[src/rtl/qser_pkg.sv]
package qser_pkg;
    localparam int BYTE_W = 8;
    localparam int LANES  = 4;
    localparam int OUT_W  = 2 * BYTE_W;
    localparam int CNT_W  = $clog2(LANES) + 1;
    localparam int IDX_W  = $clog2(LANES);
    localparam int HALVES = LANES / 2;

    typedef logic [BYTE_W-1:0] byte_t;
    typedef byte_t [LANES-1:0] quad_t;

    typedef struct packed {
        logic [LANES-1:0][OUT_W-1:0] beat;
        logic [IDX_W-1:0]            last_idx;
    } plan_t;
endpackage

[src/rtl/qser_pad.sv]
module qser_pad
    import qser_pkg::*;
(
    input  quad_t            raw,
    input  logic [CNT_W-1:0] count,
    output quad_t            padded,
    output logic [CNT_W-1:0] eff_cnt,
    output logic             zero_cnt
);
    always_comb begin
        zero_cnt = (count == '0);
        if (zero_cnt || count > CNT_W'(LANES)) eff_cnt = CNT_W'(LANES);
        else                                   eff_cnt = count;
    end

    for (genvar g = 0; g < LANES; g++) begin : g_lane
        assign padded[g] = (CNT_W'(g) < eff_cnt) ? raw[g] : '0;
    end
endmodule

[src/rtl/qser_order.sv]
module qser_order
    import qser_pkg::*;
(
    input  quad_t            padded,
    input  logic [CNT_W-1:0] eff_cnt,
    input  logic             little,
    input  logic             wide,
    output plan_t            plan
);
    logic [IDX_W-1:0] src;

    always_comb begin
        plan = '0;
        src  = '0;
        if (wide) begin
            for (int h = 0; h < HALVES; h++) begin
                src = little ? IDX_W'(HALVES - 1 - h) : IDX_W'(h);
                plan.beat[h] = {padded[2*src], padded[2*src+1]};
            end
            plan.last_idx = IDX_W'(HALVES - 1);
        end else begin
            for (int i = 0; i < LANES; i++) begin
                if (CNT_W'(i) < eff_cnt) begin
                    src = little ? IDX_W'(eff_cnt - CNT_W'(1) - CNT_W'(i)) : IDX_W'(i);
                    plan.beat[i] = {{BYTE_W{1'b0}}, padded[src]};
                end
            end
            plan.last_idx = IDX_W'(eff_cnt - CNT_W'(1));
        end
    end
endmodule

[src/rtl/qser_engine.sv]
module qser_engine
    import qser_pkg::*;
(
    input  logic             clk,
    input  logic             rst,
    input  logic             in_valid,
    output logic             in_ready,
    input  plan_t            plan_in,
    input  logic             zero_in,
    output logic             out_valid,
    input  logic             out_ready,
    output logic [OUT_W-1:0] out_data,
    output logic             out_last,
    output logic             err
);
    typedef struct packed {
        logic             busy;
        plan_t            plan;
        logic [IDX_W-1:0] idx;
        logic             err;
    } state_t;

    state_t st_q, st_d;
    logic   at_last, fire, accept;

    always_comb begin
        at_last  = (st_q.idx == st_q.plan.last_idx);
        fire     = st_q.busy && out_ready;
        in_ready = !st_q.busy || (out_ready && at_last);
        accept   = in_valid && in_ready;

        st_d     = st_q;
        st_d.err = 1'b0;
        if (fire) begin
            if (at_last) st_d.busy = 1'b0;
            else         st_d.idx  = st_q.idx + IDX_W'(1);
        end
        if (accept) begin
            st_d.busy = 1'b1;
            st_d.plan = plan_in;
            st_d.idx  = '0;
            st_d.err  = zero_in;
        end
    end

    always_ff @(posedge clk) begin
        if (rst) st_q <= '0;
        else     st_q <= st_d;
    end

    assign out_valid = st_q.busy;
    assign out_data  = st_q.plan.beat[st_q.idx];
    assign out_last  = st_q.busy && at_last;
    assign err       = st_q.err;

    // a stalled beat is held
    a_r10_hold_stalled: assert property (@(posedge clk) disable iff (rst)
        out_valid && !out_ready |=> out_valid && $stable(out_data) && $stable(out_last));

    // an idle engine always offers to take a quadlet
    a_r9_ready_when_idle: assert property (@(posedge clk) disable iff (rst)
        !out_valid |-> in_ready);

    // a taken last beat with nothing offered leaves the port empty
    a_r6_last_ends: assert property (@(posedge clk) disable iff (rst)
        out_valid && out_ready && out_last && !in_valid |=> !out_valid);

    // reset clears the output
    a_r11_reset_clears: assert property (@(posedge clk)
        rst |=> !out_valid && !err);
endmodule

[src/rtl/qser_top.sv]
module qser_top
    import qser_pkg::*;
(
    input  logic                      clk,
    input  logic                      rst,
    input  logic                      in_valid,
    output logic                      in_ready,
    input  logic [LANES*BYTE_W-1:0]   in_data,
    input  logic [CNT_W-1:0]          in_count,
    input  logic                      cfg_little,
    input  logic                      cfg_wide,
    output logic                      out_valid,
    input  logic                      out_ready,
    output logic [OUT_W-1:0]          out_data,
    output logic                      out_last,
    output logic                      err_count
);
    quad_t            padded;
    logic [CNT_W-1:0] eff_cnt;
    logic             zero_cnt;
    plan_t            plan;

    qser_pad u_pad (
        .raw      (quad_t'(in_data)),
        .count    (in_count),
        .padded   (padded),
        .eff_cnt  (eff_cnt),
        .zero_cnt (zero_cnt)
    );

    qser_order u_order (
        .padded  (padded),
        .eff_cnt (eff_cnt),
        .little  (cfg_little),
        .wide    (cfg_wide),
        .plan    (plan)
    );

    qser_engine u_engine (
        .clk       (clk),
        .rst       (rst),
        .in_valid  (in_valid),
        .in_ready  (in_ready),
        .plan_in   (plan),
        .zero_in   (zero_cnt),
        .out_valid (out_valid),
        .out_ready (out_ready),
        .out_data  (out_data),
        .out_last  (out_last),
        .err       (err_count)
    );

    // the error pulse always follows an accepted zero count
    a_r7_err_cause: assert property (@(posedge clk) disable iff (rst)
        err_count |-> $past(in_valid && in_ready && in_count == '0));

    // a byte-wide beat leaves the upper byte at zero
    a_r1_narrow_upper_zero: assert property (@(posedge clk) disable iff (rst)
        in_valid && in_ready && !cfg_wide |=> out_data[OUT_W-1:BYTE_W] == '0);
endmodule

[config.mk]
export PLATFORM = sky130hd
export DESIGN_NAME = qser_top
export DESIGN_NICKNAME = d
export VERILOG_FILES = /design/src/rtl/qser_pkg.sv /design/src/rtl/qser_pad.sv /design/src/rtl/qser_order.sv /design/src/rtl/qser_engine.sv /design/src/rtl/qser_top.sv
export SDC_FILE = /design/constraint.sdc
export NUM_CORES = 1
export LEC_CHECK = 0
export BUFFER_PORTS_ARGS = -buffer_cell sky130_fd_sc_hd__buf_2
export CAP_MARGIN = 20
export CORE_ASPECT_RATIO = 1.4
export CORE_MARGIN = 5
export CORE_UTILIZATION = 50
export DETAILED_ROUTE_END_ITERATION = 16
export PLACE_DENSITY = 0.74
export SLEW_MARGIN = 5
export SYNTH_ARGS = -nofsm -noshare
export SYNTH_HDL_FRONTEND = slang
export SYNTH_HIERARCHICAL = 1
export SYNTH_SLANG_ARGS = --single-unit
[constraint.sdc]
create_clock -name clk -period 4.47 [get_ports clk]
set_input_delay 0.894 -clock clk [delete_from_list [all_inputs] [get_ports clk]]
set_output_delay 0.894 -clock clk [all_outputs]
set_load 0.01 [all_outputs]
==> metrics.yaml <==
pwr:
  p_total_w: 0.00178
  cellPowerDensity_nw_per_um2: 307
  ir_drop_v: 0.000163
  power_leakage_nw: 2.58
sta:
  worst_pin_slew_ns: 0.903
  period_share: 0.740
  finClkSkew_ns: 0.00475
  period_needed_ns: 3.31
  fmax_mhz: 302
  hold_violations: 0
  finalWorstSetupSlack_ns: 1.16
  tns_ns: 0
  finalSetupViolCount: 0
  maxSlewHeadroom: 0.398
  rsz0062_at_grt: "no"
  drv_slew: 0
drt:
  first_pass_iters: 5
  vias: 4457
  wirelength_mm: 14.1
  routed_via_density: 5.92
  drc: 0
  drt_iter0_drc: 335
  ant_nets: 0
  post_drt_wl_per_cell_um: 18.7
yosys:
  synth_area_leaders: "dfxtp_1 (26%), mux2i_1 (18%), mux4_2 (6.7%), nor2_1 (5.3%), a211oi_1 (4.8%)"
  ys.flop_type: "dfxtp_1"
  synth_top_family_by_area: "multiplexers"
  ys_seq_area_frac: 0.262
  synthAdderAreaFrac: 0.00467
  yosys.area_share.simple: 0.162
  syn_inst: 579
  synth_cell_types: 53
  yosysTopAreaCell: "dfxtp_1"
  synth-async-reset-ratio: 0
  synth_edf_count: 0
  synth_top_area_share: 0.262
  ys_warn_count: 6
  ys_ff_latch: 70
  synth_xor_area_frac: 0.00794
  syn_area_um2: 5360
  avgSynthCellArea_um2: 9.25
  synth_compound_gate_area_share: 0.181
  synth.area.mux_share: 0.286
floorplanning:
  coreArea_um2: 10500
  die_width_um: 97.5
  core.rowCount: 44
  start_util: 0.512
  die_y_um: 132
  dieArea_um2: 12900
  ios: 61
layout:
  insertedDiodeCount: 0
  syn2layout_area_growth_pct: 8.55
  fin_nets: 654
  final_cell_mix: "mux2i_1 (98), nor2_1 (76), dfxtp_1 (70)"
  layout_commonest_cell: "mux2i_1"
  final_layout_size_suffix_gt1_frac: 0.224
clock_tree:
  postCtsSetupRepairBufs: 0
  clockRootBuffer: "clkbuf_16"
  cts_buffers: 9
  clk_pin_slew_worst_paths_ns: 0.05
  clk_path_buf_depth: 2
  hold_buffers: 0
  cts.sinks: 70
  cts_tree: "yes"
  htree_levels: 3
  ctsResizeCount: 0
  clkLatencyLatePin_ns: 0.33
grt:
  top_usage_layer: "met2"
  track_usage: 0.219
  grt_pass1_wl_mm: 23.2
  overflow: 0
  grt_max_degree: 69
  grt_pass1_vias: 4532
  antenna_found_initial: 0
  met2_usage: 0.358
  use_met3: 0.0390
  grt_use_met1: 0.281
hold_path:
  hold_path.class: "reg -> reg"
critical_path:
  worstPathMaxFanout: 15
  path_class: "in -> reg"
  cp-start-kind: "input pin"
  arrival_ns: 3.58
  endpoint_kind: "flop"
  required_ns: 4.74
placement:
  dp_hpwl_mm: 9.93
  place.gp.congestion: 0.897
  port_buffers: 60
  dp_slack_ns: 0.700
outcome:
  status: "completed"
run:
  maxCapViolCount: 0
through the flow:
| stage | util | cell area (um2) | hold WS [ns] | instances |
|---|---|---|---|---|
| global placement | 0.531 | 5560 | 0.469 | 737 |
| detailed placement | 0.531 | 5560 | 0.483 | 737 |
| floorplan | - | 5410 | 0.458 | 594 |
| global route | 0.556 | 5810 | 0.520 | 753 |
| finish | 0.556 | 5810 | 0.487 | 753 |
| CTS | 0.555 | 5810 | 0.496 | 752 |
sequential cells by signal, summed over array words and instances, names as in the netlist:
register / flops
u_engine/err: 1
u_engine/out_valid: 1
u_engine/st_q: 68
per-layer routing:
| layer | up-vias | part of all wire | wire length (um) |
|---|---|---|---|
| li1 | 2142 | - | - |
| met1 | 2108 | 0.43 | 6040 |
| met2 | 171 | 0.48 | 6800 |
| met3 | 36 | 0.056 | 786 |
| met4 | 0 | 0.033 | 469 |
| met5 | - | 0 | 0 |
final timing paths:
| kind | startpoint | endpoint | slack [ns] | cells after the start |
|---|---|---|---|---|
| setup reg to reg | u_engine/st_q[1]$_SDFFE_PP0P_ | u_engine/st_q[31]$_SDFFE_PP0P_ | 2.31 | 5 |
| hold reg to reg | u_engine/st_q[46]$_SDFFE_PP0P_ | u_engine/st_q[46]$_SDFFE_PP0P_ | 0.49 | 2 |
| setup / recovery | in_count[1] | u_engine/st_q[9]$_SDFFE_PP0P_ | 1.16 | 11 |
| hold / removal | u_engine/st_q[46]$_SDFFE_PP0P_ | u_engine/st_q[46]$_SDFFE_PP0P_ | 0.49 | 2 |
cell usage after synthesis, types with 2 or more instances:
cell type,n
mux2i_1,98
nor2_1,76
dfxtp_1,70
a211oi_1,34
nor2b_1,30
buf_4,23
buf_2,20
nand2_1,20
inv_1,17
mux2_2,17
and3b_1,16
mux4_2,16
clkbuf_1,13
nand2b_1,12
a21oi_1,9
buf_6,9
o31ai_1,9
a21boi_1,8
a221oi_1,8
a21boi_0,7
a31oi_2,7
o41ai_1,6
o22ai_1,5
a2111oi_0,4
a311oi_1,4
o32ai_1,4
buf_1,3
a21boi_2,2
ha_1,2
nand3_1,2
nor3b_1,2
o21ai_0,2
o21bai_1,2
or2_2,2
xnor2_1,2
worst max-delay path, cell delays in order:
cell      delay [ns]
buf_2           0.13
or2_2           0.31
ha_1            0.29
nand2b_2        0.19
inv_1           0.09
buf_4           0.21
or2_1           0.34
o21bai_1        0.23
o41ai_1         0.63
mux2i_1         0.15
nor2_1          0.11
power by group:
part           internal [W]  switching (W)
Clock              0.000371       0.000248
Sequential         0.000664      0.0000237
Combinational      0.000204       0.000272
area by class of cell:
class,count,area [um2]
clock buffer,13,240
clock inverter,2,10.0
fill,992,4650
inverter,17,63.8
multi-input combinational,437,3490
sequential,70,1400
tap,138,173
timing repair buffer,76,433
cells by family after synthesis:
group | count (synthesis)
compound gates | 118
xor+xnor | 4
fa+ha+maj | 2
buf+inv | 87
flops | 70
mux | 131
other cells | 1
simple gates | 166
Note: power is estimated with default switching activity, not from simulation.
